--- src/rtl/srb_pkg.sv ---
package srb_pkg;
  typedef enum logic { GRP_FLOP = 1'b0, GRP_LATCH = 1'b1 } grp_mode_e;
  typedef enum logic { SR_SYNC  = 1'b0, SR_ASYNC  = 1'b1 } sr_kind_e;
endpackage

--- src/rtl/srb_ff_cell.sv ---
module srb_ff_cell #(
  parameter bit INIT_BIT = 1'b0,
  parameter bit RST_BIT  = 1'b0,
  parameter bit ASYNC_SR = 1'b0
) (
  input  logic eclk,
  input  logic ce,
  input  logic sr,
  input  logic grst,
  input  logic d,
  output logic q
);
  logic q_r = INIT_BIT;

  generate
    if (ASYNC_SR) begin : g_async
      always_ff @(posedge eclk or posedge grst or posedge sr) begin
        if (grst)    q_r <= INIT_BIT;
        else if (sr) q_r <= RST_BIT;
        else if (ce) q_r <= d;
      end
    end else begin : g_sync
      always_ff @(posedge eclk or posedge grst) begin
        if (grst)    q_r <= INIT_BIT;
        else if (sr) q_r <= RST_BIT;
        else if (ce) q_r <= d;
      end
    end
  endgenerate

  assign q = q_r;
endmodule

--- src/rtl/srb_latch_cell.sv ---
module srb_latch_cell #(
  parameter bit INIT_BIT = 1'b0,
  parameter bit RST_BIT  = 1'b0,
  parameter bit ASYNC_SR = 1'b0
) (
  input  logic eclk,
  input  logic ce,
  input  logic sr,
  input  logic grst,
  input  logic d,
  output logic q
);
  logic q_r = INIT_BIT;
  logic sr_hit;

  // synchronous flavour only lets set/reset through while the gate is open
  assign sr_hit = sr & (ASYNC_SR | eclk);

  always_latch begin
    if (grst)             q_r <= INIT_BIT;
    else if (sr_hit)      q_r <= RST_BIT;
    else if (eclk && ce)  q_r <= d;
  end

  assign q = q_r;
endmodule

--- src/rtl/srb_frozen_cell.sv ---
module srb_frozen_cell #(
  parameter bit INIT_BIT = 1'b0
) (
  output logic q
);
  assign q = INIT_BIT;
endmodule

--- src/rtl/srb_slice_bank.sv ---
module srb_slice_bank
  import srb_pkg::*;
#(
  parameter int        NUM_LATCHABLE = 4,
  parameter int        NUM_FF_ONLY   = 4,
  parameter grp_mode_e GROUP_MODE    = GRP_FLOP,
  parameter sr_kind_e  SR_KIND       = SR_SYNC,
  parameter bit        CLK_INVERT    = 1'b0,
  parameter logic [NUM_LATCHABLE+NUM_FF_ONLY-1:0] RESET_VAL = 8'hA5,
  parameter logic [NUM_LATCHABLE+NUM_FF_ONLY-1:0] INIT_VAL  = 8'h3C
) (
  input  logic                                   clk,
  input  logic                                   clk_en,
  input  logic                                   set_rst,
  input  logic                                   glob_rst,
  input  logic [NUM_LATCHABLE+NUM_FF_ONLY-1:0]   din,
  output logic [NUM_LATCHABLE+NUM_FF_ONLY-1:0]   qout
);
  localparam int  NUM_CELLS = NUM_LATCHABLE + NUM_FF_ONLY;
  localparam bit  IS_ASYNC  = (SR_KIND == SR_ASYNC);
  localparam bit  IS_LATCH  = (GROUP_MODE == GRP_LATCH);

  logic eclk;
  assign eclk = clk ^ CLK_INVERT;

  generate
    for (genvar i = 0; i < NUM_LATCHABLE; i++) begin : g_lat_grp
      if (IS_LATCH) begin : g_latch
        srb_latch_cell #(.INIT_BIT(INIT_VAL[i]), .RST_BIT(RESET_VAL[i]), .ASYNC_SR(IS_ASYNC)) u_cell (
          .eclk(eclk), .ce(clk_en), .sr(set_rst), .grst(glob_rst), .d(din[i]), .q(qout[i]));
      end else begin : g_flop
        srb_ff_cell #(.INIT_BIT(INIT_VAL[i]), .RST_BIT(RESET_VAL[i]), .ASYNC_SR(IS_ASYNC)) u_cell (
          .eclk(eclk), .ce(clk_en), .sr(set_rst), .grst(glob_rst), .d(din[i]), .q(qout[i]));
      end
    end

    for (genvar j = NUM_LATCHABLE; j < NUM_CELLS; j++) begin : g_ff_grp
      if (IS_LATCH) begin : g_off
        srb_frozen_cell #(.INIT_BIT(INIT_VAL[j])) u_cell (.q(qout[j]));
      end else begin : g_flop
        srb_ff_cell #(.INIT_BIT(INIT_VAL[j]), .RST_BIT(RESET_VAL[j]), .ASYNC_SR(IS_ASYNC)) u_cell (
          .eclk(eclk), .ce(clk_en), .sr(set_rst), .grst(glob_rst), .d(din[j]), .q(qout[j]));
      end
    end
  endgenerate
endmodule

--- config.mk ---
export PLATFORM = sky130hd
export DESIGN_NAME = srb_slice_bank
export DESIGN_NICKNAME = d
export VERILOG_FILES = /design/src/rtl/srb_pkg.sv /design/src/rtl/srb_ff_cell.sv /design/src/rtl/srb_latch_cell.sv /design/src/rtl/srb_frozen_cell.sv /design/src/rtl/srb_slice_bank.sv
export SDC_FILE = /design/constraint.sdc
export NUM_CORES = 1
export LEC_CHECK = 0
export BUFFER_PORTS_ARGS = -buffer_cell sky130_fd_sc_hd__buf_4
export CAP_MARGIN = 10
export CORE_AREA = 2 2 39 41
export CTS_CLUSTER_DIAMETER = 120
export DETAILED_ROUTE_END_ITERATION = 7
export DIE_AREA = 0 0 41 43
export PLACE_DENSITY = 0.56
export SLEW_MARGIN = 30
export SYNTH_ARGS = -nofsm -noshare
export SYNTH_HDL_FRONTEND = slang
export SYNTH_SLANG_ARGS = --single-unit
--- constraint.sdc ---
create_clock -name clk -period 1.21 [get_ports clk]
set_clock_uncertainty 0.05 [all_clocks]
set_input_delay 0.0605 -clock clk [delete_from_list [all_inputs] [get_ports clk]]
set_output_delay 0.0605 -clock clk [all_outputs]
set_load 0.005 [all_outputs]
* Yosys cells after proc, flatten, opt, wreduce, memory -nomap -nowiden *
Index checks and enable logic that the tools add are counted.
Widths: inputs -> output; s select.

storage, ports and cells
  register bits = 8
  input port bits = 12
  output and inout port bits = 8
  logic and storage cells = 25

operators by class
  muxes and demuxes = 16
  reductions and logical operators = 1

operators with widths
  operator           count
  $mux 1             16
  $reduce_bool 2->1  1

* Longest topological paths before layout *
  depth after elaboration = 2
  mapped depth = 3
  depth with buffers taken out = 2

* Cells and area by module *
Synthesis repeated with hierarchy kept, for this count alone.

second synthesis, totals
  cell total of the unflattened synthesis = 32
  area total of the unflattened synthesis = 350.3 um2

modules (own cells, without submodules)
  module                                        times used  cells each  area an instance (um2)  sequential area each (um2)
  srb_ff_cell at g_ff_grp[5].g_flop.u_cell ...  2           4           45.0                    26.3
  srb_ff_cell at g_ff_grp[4].g_flop.u_cell ...  2           4           43.8                    26.3
  srb_ff_cell at g_ff_grp[7].g_flop.u_cell ...  2           4           43.8                    25.0
  srb_ff_cell at g_ff_grp[6].g_flop.u_cell ...  2           4           42.5                    25.0

* Worst setup path before layout *
Ideal clock, no wire load.

  kind = register to register
  start = register, netlist name g_ff_grp[7].g_flop.u_cell.q
  end = register g_ff_grp[7].g_flop.u_cell.q_r
  setup time = 0.124 ns
  data arrival time = 0.750 ns
  required time = 1.036 ns
  path slack = 0.286 ns
  stages on the path, launching flop included = 3
  buffers on the path = 0
  clock period less this slack = 0.924 ns
  cells stage by stage = dfrtp_1 -> nor2b_1 -> a211o_2

RTL lines
  element               RTL line           source
  to (signal assigned)  srb_ff_cell.sv:24  if (grst) q_r <= INIT_BIT;
  to (signal assigned)  srb_ff_cell.sv:25  else if (sr) q_r <= RST_BIT;
  to (signal assigned)  srb_ff_cell.sv:26  else if (ce) q_r <= d;
  to (decl)             srb_ff_cell.sv:13  logic q_r = INIT_BIT;

* Final worst setup path *
  start = register g_ff_grp[4].g_flop.u_cell.q_r
  end = output qout[4]

RTL lines
  element                 RTL line              source
  from (decl)             srb_ff_cell.sv:13
  from (signal assigned)  srb_ff_cell.sv:24
  from (signal assigned)  srb_ff_cell.sv:25
  from (signal assigned)  srb_ff_cell.sv:26
  to (decl)               srb_slice_bank.sv:17  output logic [NUM_LATCHABLE+NUM_FF_ONLY-1:0] qout

No word-level cell between the ends.

==> metrics.yaml <==
status:
  outcome: "finished clean"
sta:
  final_hold_viol_count: 0
  slew_headroom_pct: 79.4
  final_cycle_utilization_of_the_critical_path_pct: 82.3
  postLayoutSetupSlackWorst_ps: 214
  min_period_ps: 996
  max_freq_mhz: 1000
  timing_worst_slew_pin_value_ps: 309
  tns_ps: 0
  final_number_of_setup_violating_endpoints: 0
  grt_setup_unrepaired: "no"
  report.final.slew_viol_count: 0
critical_path:
  cp_data_arrival_time_ps: 890
  critical-path-slowest-cell: "dfstp_2"
  crit_path_max_cell_delay_ps: 530
  cpLargestDelayFamily: "flip-flops"
  timing_worst_setup_path_type: "flop to output pin"
  critPathCaptureType: "output pin"
  critPathRequiredTime_ps: 1100
  worstPathCellList: "buf_4"
  critPathMaxFanout: 2
  worstSetupStartpointType: "flop"
  worst_path_buffer_plus_inverter_count: 1
cts:
  tritoncts: "yes"
  total_number_of_clock_tree_sinks: 8
  cts.path.max_buffers: 2
  cts_max_level: 1
  post_cts_gate_resize_count: 0
  numCtsBuffers: 3
  cts.clk_slew.worst_paths_ps: 60
  post_cts_hold_buffer_count: 6
  worst_skew_pair.late_latency_ps: 250
  cts_setup_buffers: 0
  cts-root-buf: "clkbuf_4"
die:
  ios: 20
  die-height_um: 43
  floorplan.rows: 14
  core_region_area_um2: 1380
  die_width_um: 41
  die_area_um2: 1760
  initial_utilization_pct: 29.4
route:
  drt_iter0_drc: 4
  dr_total_vias: 296
  antenna_left: 0
  post_drt_wl_per_cell_um: 10.7
  post-route-drc-count: 0
  viasPerCell: 4.23
  drt_wl_total_um: 751
  firstDrtPassIters: 3
pwr:
  power.share.combinational_pct: 18.1
  clkPwrFrac_pct: 34.5
  power-per-cell-area_nw_per_um2: 1090
  vdd_drop_max_uv: 391
  relative_contribution_of_sequential_cells_to_total_power_pct: 47.3
  switchingPower_uw: 140
  power_leakage_nw: 0.283
  power.switching_fraction_pct: 22.1
  cellInternalPower_uw: 491
job:
  maxCapViolations: 0
yosys:
  synth-warning-count: 0
  yosysSeqAreaShare_pct: 50.5
  avgSynthCellArea_um2: 11.6
  synth-seq-cells: 8
  syn-cell-area_um2: 407
  synthDistinctLibCells: 12
  synth.net_count: 47
  postSynthCellCount: 35
global_routing:
  first_global_vias: 275
  grt_max_degree: 13
  total_track_usage_pct: 9.62
  antenna_violations_before_repair: 0
  globalRoute.totalOverflow: 0
  first_pass_grt_wire_length_um: 1100
place:
  port_buffers: 19
  cell_count_after_placement: 60
  dpl_worst_slack_ps: 264
  hpwlAfterDp_um: 506
  gp_routability_congestion: 0.581
final_layout:
  area_growth_pct: 42.8
  share_of_cells_above_drive_strength_1_pct: 55.6
  postLayoutCoreUtil_pct: 42.0
  final_nets: 67
  antennaDiodeCount: 0
  fill_cells: 145
  finish.cell_count_without_fillers: 70
hold_path:
  hold_class: "input pin to flop"
[power groups by stage]
stage                     combinational, mW  clock [mW]  sequential (mW)
after floorplan                      0.0688           0            0.300
after global placement                0.100           0            0.303
after detailed placement              0.101           0            0.303
after CTS                             0.116       0.233            0.299
after global routing                  0.127       0.244            0.300
final                                 0.114       0.218            0.299
[synthesized netlist by cell type (all sizes together)]
cell    number  share of area [%]
buf          9                 18
dfrtp        4                 25
nor2         4                3.7
inv          1               0.92
nor2b        4                7.4
dfstp        4                 26
mux2i        4                9.8
clkbuf       1               0.92
a211o        4                9.2
[area by class of cell]
type	count	area [µm²]	share of cell area, %
clock buffer	4	26.3	4.53
inverter	1	3.75	0.647
multi-input combinational	16	123	21.1
sequential	8	205	35.3
tap	16	20.0	3.45
timing repair buffer	25	203	34.9
[registers in the layout (all words and copies together), names as in the netlist]
signal and flops:
g_ff_grp.g_flop.u_cell.q 4, g_lat_grp.g_flop.u_cell.q 4
[cells by family after synthesis]
family	share of synthesized area (%)
mux	9.85
compound gates	9.23
simple gates	11.1
flops	50.5
buf+inv	19.4
[per-stage QoR]
step	cell area [µm²]	hold WS (ps)	power, mW
4_1_cts	581	2.96	0.648
6_report	581	7.89	0.631
3_3_place_gp	494	-15.6	0.403
5_1_grt	581	12.8	0.671
3_5_place_dp	494	-19.1	0.404
2_1_floorplan	407	-177	0.369
[metal layers]
layer	up-vias	global-route usage (%)	routed length, µm
li1	144	-	-
met1	139	13.2	364
met2	13	12.5	327
met3	0	3.14	59
met4	0	6.00	0
met5	-	0	0
[cells in the final DEF (no fill, tap or decap)]
cell type      instances
a211o_1                2
a211o_2                2
buf_4                 19
clkbuf_1               1
clkbuf_4               3
dfrtp_1                4
dfstp_2                4
dlygate4sd3_1          6
inv_1                  1
mux2i_1                4
nor2_1                 4
nor2b_1                2
nor2b_2                2
[final timing paths]
check | slack, ps | startpoint | to | depth (start not counted)
setup reg to reg | 250 | g_ff_grp[7].g_flop.u_cell.q$_DFFE_PP0P_ | g_ff_grp[7].g_flop.u_cell.q$_DFFE_PP0P_ | 2
setup / recovery | 210 | g_ff_grp[4].g_flop.u_cell.q$_DFFE_PP1P_ | qout[4] | 1
hold reg to reg | 480 | g_ff_grp[6].g_flop.u_cell.q$_DFFE_PP0P_ | g_ff_grp[6].g_flop.u_cell.q$_DFFE_PP0P_ | 2
hold / removal | 8 | din[4] | g_ff_grp[4].g_flop.u_cell.q$_DFFE_PP1P_ | 3
max in group asynchronous | 560 | glob_rst | g_ff_grp[5].g_flop.u_cell.q$_DFFE_PP1P_ | 3
min in group asynchronous | 260 | glob_rst | g_ff_grp[6].g_flop.u_cell.q$_DFFE_PP0P_ | 3
Note: power is estimated with default switching activity, not from simulation.
